$ cat src/rtl/canfd_cfg_pkg.sv
package canfd_cfg_pkg;
  localparam int REG_W  = 32;
  localparam int A_CTRL = 0;
  localparam int A_MODE = 1;
  localparam int A_TIM0 = 2;   // first timing word
  localparam int N_TREG = 4;   // nominal prescaler, nominal timing, data prescaler, data timing
  localparam int PRE_W  = 8;
  localparam int NS1_W  = 8;
  localparam int NS2_W  = 7;
  localparam int NSJ_W  = 7;
  localparam int DS1_W  = 5;
  localparam int DS2_W  = 4;
  localparam int DSJ_W  = 4;
  localparam int TDO_W  = 6;
  localparam int BT_W   = 20;  // bit time in clocks: up to 256*385

  typedef enum logic [1:0] {
    MODE_NORMAL = 2'd0,
    MODE_SLEEP  = 2'd1,
    MODE_LOOP   = 2'd2,
    MODE_SNOOP  = 2'd3
  } op_mode_e;

  // storable bits of each timing word
  function automatic logic [REG_W-1:0] treg_mask(input int idx);
    case (idx)
      0, 2:    return 32'h0000_00FF;
      1:       return 32'h007F_7FFF;
      default: return 32'h3F8F_0F1F;
    endcase
  endfunction

  // flags: {sleep, snoop, loopback}
  function automatic op_mode_e decode_mode(input logic [2:0] f);
    if (f[2])      return MODE_SLEEP;
    else if (f[0]) return MODE_LOOP;
    else if (f[1]) return MODE_SNOOP;
    else           return MODE_NORMAL;
  endfunction

  function automatic logic multi_flag(input logic [2:0] f);
    return (f[0] & f[1]) | (f[0] & f[2]) | (f[1] & f[2]);
  endfunction

  // clocks per bit: (prescaler+1) * (sync + seg1+1 + seg2+1)
  function automatic logic [BT_W-1:0] bit_clocks(input logic [PRE_W-1:0] pre,
                                                 input logic [NS1_W-1:0] s1,
                                                 input logic [NS2_W-1:0] s2);
    logic [BT_W-1:0] p, t;
    p = BT_W'(pre) + BT_W'(1);
    t = BT_W'(3) + BT_W'(s1) + BT_W'(s2);
    return p * t;
  endfunction
endpackage

$ cat src/rtl/canfd_lock_reg.sv
module canfd_lock_reg #(
  parameter int           W    = 32,
  parameter logic [W-1:0] MASK = '1
) (
  input  logic         clk,
  input  logic         rst_n,
  input  logic         clr,
  input  logic         wr,
  input  logic         lock,
  input  logic [W-1:0] d,
  output logic [W-1:0] q,
  output logic         wr_taken
);
  assign wr_taken = wr && !lock;

  always_ff @(posedge clk or negedge rst_n) begin
    if (!rst_n)        q <= '0;
    else if (clr)      q <= '0;
    else if (wr_taken) q <= d & MASK;
  end
endmodule

$ cat src/rtl/canfd_mode_ctl.sv
module canfd_mode_ctl
  import canfd_cfg_pkg::*;
(
  input  logic       clk,
  input  logic       rst_n,
  input  logic       clr,
  input  logic       wr,
  input  logic [4:0] wfield,     // {dar, brs, sleep, snoop, loopback}
  output logic [2:0] flags_q,
  output logic       brs_q,
  output logic       dar_q,
  output logic       err_q,
  output op_mode_e   mode,
  output logic       brs_en,
  output logic       dar_en,
  output logic       illegal_evt
);
  assign illegal_evt = wr && multi_flag(wfield[2:0]);

  always_ff @(posedge clk or negedge rst_n) begin
    if (!rst_n) begin
      flags_q <= '0; brs_q <= 1'b0; dar_q <= 1'b0; err_q <= 1'b0;
    end else if (clr) begin
      flags_q <= '0; brs_q <= 1'b0; dar_q <= 1'b0; err_q <= 1'b0;
    end else if (illegal_evt) begin
      err_q <= 1'b1;
    end else if (wr) begin
      flags_q <= wfield[2:0];
      brs_q   <= wfield[3];
      dar_q   <= wfield[4];
      err_q   <= 1'b0;
    end
  end

  assign mode   = decode_mode(flags_q);
  assign brs_en = brs_q && (mode != MODE_SNOOP);
  assign dar_en = dar_q && (mode == MODE_NORMAL || mode == MODE_SLEEP);
endmodule

$ cat src/rtl/canfd_rate_cmp.sv
module canfd_rate_cmp
  import canfd_cfg_pkg::*;
(
  input  logic [PRE_W-1:0] npre,
  input  logic [NS1_W-1:0] ns1,
  input  logic [NS2_W-1:0] ns2,
  input  logic [PRE_W-1:0] dpre,
  input  logic [DS1_W-1:0] ds1,
  input  logic [DS2_W-1:0] ds2,
  output logic             slow
);
  logic [BT_W-1:0] nom_clk, dat_clk;
  assign nom_clk = bit_clocks(npre, ns1, ns2);
  assign dat_clk = bit_clocks(dpre, NS1_W'(ds1), NS2_W'(ds2));
  assign slow    = dat_clk > nom_clk;
endmodule

$ cat src/rtl/canfd_cfg_regs.sv
module canfd_cfg_regs
  import canfd_cfg_pkg::*;
#(
  parameter int ADDR_W = 4
) (
  input  logic              clk,
  input  logic              rst_n,
  input  logic [ADDR_W-1:0] addr,
  input  logic [REG_W-1:0]  wdata,
  input  logic              we,
  output logic [REG_W-1:0]  rdata,
  output logic              core_en,
  output logic [1:0]        op_mode,
  output logic              brs_en,
  output logic              dar_en,
  output logic              mode_err,
  output logic              rate_slow,
  output logic [PRE_W-1:0]  nom_presc,
  output logic [NS1_W-1:0]  nom_seg1,
  output logic [NS2_W-1:0]  nom_seg2,
  output logic [NSJ_W-1:0]  nom_sjw,
  output logic [PRE_W-1:0]  dat_presc,
  output logic [DS1_W-1:0]  dat_seg1,
  output logic [DS2_W-1:0]  dat_seg2,
  output logic [DSJ_W-1:0]  dat_sjw,
  output logic              tdc_en,
  output logic [TDO_W-1:0]  tdc_off
);
  // named events for the checker
  logic                    soft_clr;
  logic                    bad_mode_wr;
  logic                    lock_wr_evt;
  logic [N_TREG*REG_W-1:0] tim_all;

  logic             ctrl_wr, mode_wr;
  logic [REG_W-1:0] treg_q [N_TREG];
  logic [N_TREG-1:0] treg_wr, treg_taken;
  logic [2:0]       flags_q;
  logic             brs_q, dar_q;
  op_mode_e         mode_dec;

  assign ctrl_wr  = we && (addr == ADDR_W'(A_CTRL));
  assign mode_wr  = we && (addr == ADDR_W'(A_MODE));
  assign soft_clr = ctrl_wr && wdata[1];

  always_ff @(posedge clk or negedge rst_n) begin
    if (!rst_n)        core_en <= 1'b0;
    else if (soft_clr) core_en <= 1'b0;
    else if (ctrl_wr)  core_en <= wdata[0];
  end

  canfd_mode_ctl u_mode (
    .clk(clk), .rst_n(rst_n), .clr(soft_clr), .wr(mode_wr),
    .wfield(wdata[4:0]), .flags_q(flags_q), .brs_q(brs_q), .dar_q(dar_q),
    .err_q(mode_err), .mode(mode_dec), .brs_en(brs_en), .dar_en(dar_en),
    .illegal_evt(bad_mode_wr)
  );
  assign op_mode = mode_dec;

  for (genvar g = 0; g < N_TREG; g++) begin : g_treg
    assign treg_wr[g] = we && (addr == ADDR_W'(A_TIM0 + g));
    canfd_lock_reg #(.W(REG_W), .MASK(treg_mask(g))) u_reg (
      .clk(clk), .rst_n(rst_n), .clr(soft_clr), .wr(treg_wr[g]),
      .lock(core_en), .d(wdata), .q(treg_q[g]), .wr_taken(treg_taken[g])
    );
    assign tim_all[g*REG_W +: REG_W] = treg_q[g];
  end
  assign lock_wr_evt = |treg_wr && !(|treg_taken);

  assign nom_presc = treg_q[0][PRE_W-1:0];
  assign nom_seg1  = treg_q[1][7:0];
  assign nom_seg2  = treg_q[1][14:8];
  assign nom_sjw   = treg_q[1][22:16];
  assign dat_presc = treg_q[2][PRE_W-1:0];
  assign dat_seg1  = treg_q[3][4:0];
  assign dat_seg2  = treg_q[3][11:8];
  assign dat_sjw   = treg_q[3][19:16];
  assign tdc_en    = treg_q[3][23];
  assign tdc_off   = treg_q[3][29:24];

  canfd_rate_cmp u_rate (
    .npre(nom_presc), .ns1(nom_seg1), .ns2(nom_seg2),
    .dpre(dat_presc), .ds1(dat_seg1), .ds2(dat_seg2), .slow(rate_slow)
  );

  always_comb begin
    rdata = '0;
    if (addr == ADDR_W'(A_CTRL))
      rdata = {31'b0, core_en};
    else if (addr == ADDR_W'(A_MODE))
      rdata = {23'b0, mode_err, 3'b0, dar_q, brs_q, flags_q};
    else
      for (int i = 0; i < N_TREG; i++)
        if (addr == ADDR_W'(A_TIM0 + i)) rdata = treg_q[i];
  end
endmodule

$ cat config.mk
export PLATFORM = sky130hd
export DESIGN_NAME = canfd_cfg_regs
export DESIGN_NICKNAME = d
export VERILOG_FILES = /design/src/rtl/canfd_cfg_pkg.sv /design/src/rtl/canfd_lock_reg.sv /design/src/rtl/canfd_mode_ctl.sv /design/src/rtl/canfd_rate_cmp.sv /design/src/rtl/canfd_cfg_regs.sv
export SDC_FILE = /design/constraint.sdc
export NUM_CORES = 1
export LEC_CHECK = 0
export BUFFER_PORTS_ARGS = -buffer_cell sky130_fd_sc_hd__buf_2
export CAP_MARGIN = 0
export CORE_MARGIN = 5
export CORE_UTILIZATION = 24
export CTS_CLUSTER_SIZE = 14
export DETAILED_ROUTE_END_ITERATION = 8
export PLACE_DENSITY = 0.38
export SKIP_CTS_REPAIR_TIMING = 1
export SLEW_MARGIN = 0
export SYNTH_ARGS = -nofsm -noshare
export SYNTH_HDL_FRONTEND = slang
export SYNTH_SLANG_ARGS = --single-unit
$ cat constraint.sdc
create_clock -name clk -period 7 [get_ports clk]
set_input_delay 0.35 -clock clk [delete_from_list [all_inputs] [get_ports clk]]
set_output_delay 0.35 -clock clk [all_outputs]
set_load 0.005 [all_outputs]
== Word-level counts from Yosys, hierarchy flattened ==
Cells that the tools add are included.
Storage, ports and cells
  register bits after elaboration: 135
  input port bits: 39
  output and inout bits: 97
Operators by class
  add/sub/neg operators: 6
  multipliers: 2
  magnitude comparators: 1
  equality and inequality tests: 8
  muxes and demuxes: 31
  bitwise logic cells: 5
  reduce and logical (&&, ||, !) cells: 26
Operators by type and width (number)
  $mux 32: 14
  $mul 20x20->20: 2
  $add 20x4->20: 1
  $add 20x7->20: 1
  $gt 20x20->1: 1
  $add 8x1->9 const B: 2
  $logic_and 1x1->1: 14
  $reduce_bool 2->1: 6
  $mux 1: 11
  $add 2x8->9 const A: 1
  $mux 3: 3
  $eq 4x2->1 const B: 2
  $eq 4x3->1 const B: 2
  $add 2x5->6 const A: 1
  $mux 2: 3
  $eq 4x1->1 const B: 1
  $logic_not 4->1: 1
  $and 1x1->1: 3
  $reduce_bool 3->1: 1
  $eq 2x1->1 const B: 1
  $logic_not 2->1: 1
  $ne 2x1->1 const B: 1
  $ne 2x2->1 const B: 1
  $or 1x1->1: 2
  3 further kinds: 3

== Logic depth before layout (Yosys ltp) ==
  word-level depth: 7
  depth in mapped cells: 32
  gate-level depth less buffers: 32

== Modules after synthesis ==
A second synthesis with hierarchy kept.
Second synthesis, totals
  cell total of the unflattened synthesis: 1244
  area total of the unflattened synthesis: 11163.2 um2
Modules (own cells, without submodules)
  canfd_rate_cmp: times used 1, cells an instance 689, area an instance 5662.9 um2
  canfd_cfg_regs: times used 1, cells an instance 183, area an instance 1361.3 um2
  canfd_lock_reg (g_treg[1].u_reg): times used 1, cells an instance 110, area an instance 1287.5 um2
  canfd_lock_reg (g_treg[0].u_reg ...): times used 2, cells an instance 60, area an instance 631.9 um2
  canfd_lock_reg (g_treg[3].u_reg): times used 1, cells an instance 104, area an instance 1227.4 um2
  canfd_mode_ctl: times used 1, cells an instance 38, area an instance 360.3 um2

== Worst setup path after synthesis ==
No wires, ideal clock.
  kind: register -> output
  start: register g_treg[1].u_reg.q[0]
  end: output rate_slow
  arrival time: 6.943 ns
  required time: 6.650 ns
  path slack: -0.293 ns
  cell stages (with the launch flop): 31
  path buffers: 1
  path through: dfrtp_1 > inv_1 > ha_1 > clkbuf_1 > nor2_1 > xnor2_1 > ha_1 > or3_1 > o21bai_1 > a2111oi_2 > nor3b_2 > or2_1 > fa_1 > inv_1 > fa_1 > fa_1 > inv_1 > fa_1 > inv_1 > ha_1 > o21ai_0 > nand2b_1 > a31oi_1 > xnor2_1 > ha_1 > nand3_1 > nor3_1 > a21bo_2 > a31o_2 > a22o_1 > a211oi_2
On the way
  word-level cells in the longest chain between the ends: 4
Ends and longest elaborated chain
  start, declared: RTL line canfd_lock_reg.sv:11  | output logic [W-1:0] q,
  start signal, assigned: RTL line canfd_lock_reg.sv:19  | else if (wr_taken) q <= d & MASK;
  $add 2x8->9: RTL line canfd_cfg_pkg.sv:51  | t = BT_W'(3) + BT_W'(s1) + BT_W'(s2);
  $add 20x7->20: RTL line canfd_cfg_pkg.sv:51
  $mul 20x20->20: RTL line canfd_cfg_pkg.sv:52  | return p * t;
  $gt 20x20->1: RTL line canfd_rate_cmp.sv:15  | assign slow = dat_clk > nom_clk;
  end, declared: RTL line canfd_cfg_regs.sv:17  | output logic rate_slow,
Every way passes these cells.

== Worst setup path in the final report ==
Ends and elaborated chain as after synthesis.

==> flow_metrics.tcl <==
set metrics [dict create \
    status "complete, but fails checks" \
    violations "negative setup slack" \
    place_congestion 0.8045 \
    min_period_ps 7740 \
    critPathKind "register to output pin" \
    crit_required_ps 6650 \
    die_x_um 209.4 \
    synth_top_area_cell "fa_1" \
    antenna_found_initial 0 \
    hold_viol_final 0 \
    portBuffers 129 \
    drtIter0Drc 402 \
    grt_max_degree 66 \
    fp.coreArea_mm2 0.03955 \
    fin_area_mm2 0.01250 \
    dp.final_hpwl_um 26320 \
    final_core_util_pct 31.62 \
    slew_viol_final 0 \
    synth-seq-cells 65 \
    p_seq_share_pct 7.6 \
    p_leak_nw 6.619 \
    synthTopCellsByCount "inv_1 (157), nand2_1 (141), ha_1 (116), nor2_1 (116), fa_1 (95)" \
    rows 73 \
    setup_viol 1 \
    slowest_delay_ps 530 \
    seq_area_frac_synth_pct 17.05 \
    internal_power_mw 3.692 \
    cpMostUsedCell "fa_1" \
    multiInputGateArea_mm2 0.007470 \
    crit_slowest_cell "fa_1" \
    slew_headroom_pct 27.75 \
    min_path_type "input pin to async pin" \
    synth_edf_count 0 \
    power_density_mw_per_mm2 575.2 \
    cts_inserted_buffers 9 \
    drtAntennaViolNets 0 \
    fin_worst_skew_ps 5.533 \
    clock.fmax_mhz 129.2 \
    ir_drop_v 0.0003446 \
    clk_pin_slew_ps 50 \
    htree_levels 3 \
    arrival_ps 7390 \
    area_delta_synth_final_pct 31.10 \
    syn_inst 1138 \
    drive_above_1_share_pct 26.69 \
    synth_flop_cell "dfrtp_1" \
    maxCapViolations 0 \
    cts_buffer_depth 2 \
    async_flop_share_pct 100.0 \
    avgSynthCellArea_um2 8.381 \
    dpl_cell_area_mm2 0.01196 \
    grt_usage_pct 14.29 \
    dp_slack_ps -544.8 \
    power.share.clock_pct 5.7 \
    synth.top_cell.area_share_pct 19.94 \
    io_pins 136 \
    cp_max_fo 5 \
    viasPerCell 4.352 \
    tritoncts "built" \
    cp-startpoint "g_treg[1].u_reg.q[0]" \
    grt_pass1_vias 8987 \
    ys_top_cells_by_area "fa_1 (20%), dfrtp_1 (17%), ha_1 (15%), inv_1 (6.2%), nand2_1 (5.5%)" \
    fillers 4269 \
    final_nets 1662 \
    synth_area_mm2 0.009538 \
    dieArea_mm2 0.04383 \
    grt_overflow 0 \
    start_util_pct 24.12 \
    rsz0062_at_grt "true" \
    tightest_slew_ps 1080 \
    drc_errors 0 \
    insertion_delay_ps 330 \
    dr.pass1.iters 5 \
    fp.dieH_um 209.4 \
    switchingPower_mw 3.501 \
    wl_um 31390 \
    clock-sinks 65 \
    antenna_cells 0 \
    yosysWarnings 0 \
    detail_route.wl_per_cell_um 16.17 \
    final.setup.worst_slack_ps -740.3 \
    seq_area_mm2 0.001629 \
    grt_pass1_wl_um 50380 \
    vias 8447 \
    endpoint_kind "output pin" \
    power_frac_comb_pct 86.7 \
    timing.rr.start "core_en" \
    synth_cell_type_count 58 \
    fin_crit_sh_pct 110.6 \
    yosysMostFrequentCell "inv_1" \
    cts_root_buf "clkbuf_16" \
    startpoint_type "register" \
    swShare_pct 48.67 \
    setup_tns_ps -740.3 \
]
-- flip-flops by register name (all words and copies together), names as in the netlist --
register / flops
u_mode.brs_q: 1
u_mode.dar_q: 1
core_en: 1
u_mode.flags_q: 3
g_treg.u_reg.q: 58
u_mode.err_q: 1
-- layout make-up --
cell class / instances / share of cell area [%]
repair buffers: 295 / 15.16
inverters: 157 / 4.713
flip-flops and latches: 65 / 13.03
multi-input cells: 884 / 59.74
clock buffers: 12 / 1.971
clock inverters: 3 / 0.1401
well taps: 525 / 5.253
-- cell families after synthesis --
group	after synthesis	synth area share, %
fa+ha+maj	212	35.26
flops	65	17.05
xor+xnor	61	5.602
buf+inv	191	7.832
compound gates	178	11.64
simple gates	400	19.40
mux	30	3.175
other cells	1	0.03932
-- cells in the final DEF, fill, tap and decap left out, types with 13 or more instances in the layout --
cell type	n
inv_1	154
nand2_1	139
dfrtp_1	63
nand2b_1	31
nor2b_1	24
nand3_1	13
o21ai_0	14
and2_1	23
ha_1	110
mux2i_1	28
buf_4	165
fa_1	94
nor2_1	112
buf_2	129
a21o_1	17
xor2_1	26
a21oi_1	73
xnor2_1	27
-- routing by layer --
layer	wire, um	track usage, %	vias to the layer above
met2	14920	24.50	146
met4	430	2.745	0
met5	0	0	-
li1	-	-	4212
met3	1234	1.943	20
met1	14800	19.43	4069
-- through the flow --
stage	std cells	power (mW)	hold WS (ps)
after floorplan	1140	4.199	54.41
final	1941	7.192	225.2
after global placement	1917	6.715	529.4
after detailed placement	1917	6.646	534.1
after CTS	1932	7.126	230.6
after global routing	1941	8.177	249.1
-- power groups by stage --
stage	registers (mW)	logic, mW	clock network [mW]
floorplan	0.534	3.67	0
global placement	0.549	6.17	0
detailed placement	0.550	6.10	0
CTS	0.546	6.15	0.425
global route	0.556	7.18	0.438
finish	0.543	6.24	0.411
-- final timing paths --
check	to	slack [ps]	depth (start not counted)
worst min-delay path	g_treg[3].u_reg.q[29]	230	2
worst min register to register	g_treg[3].u_reg.q[25]	540	2
max in group asynchronous	g_treg[1].u_reg.q[2]	6170	2
worst max register to register	g_treg[3].u_reg.q[11]	4820	4
worst max-delay path	rate_slow	-740	31
min in group clk	g_treg[3].u_reg.q[25]	250	3
-- critical path, delay by kind of cell (launching register included) --
kind	cells	cell delay [ps]
flops	1	360
buf+inv	6	590
xor+xnor	2	470
compound gates	9	2040
fa+ha+maj	7	2560
simple gates	7	1030
No activity file was read; power rests on OpenSTA's default activity.
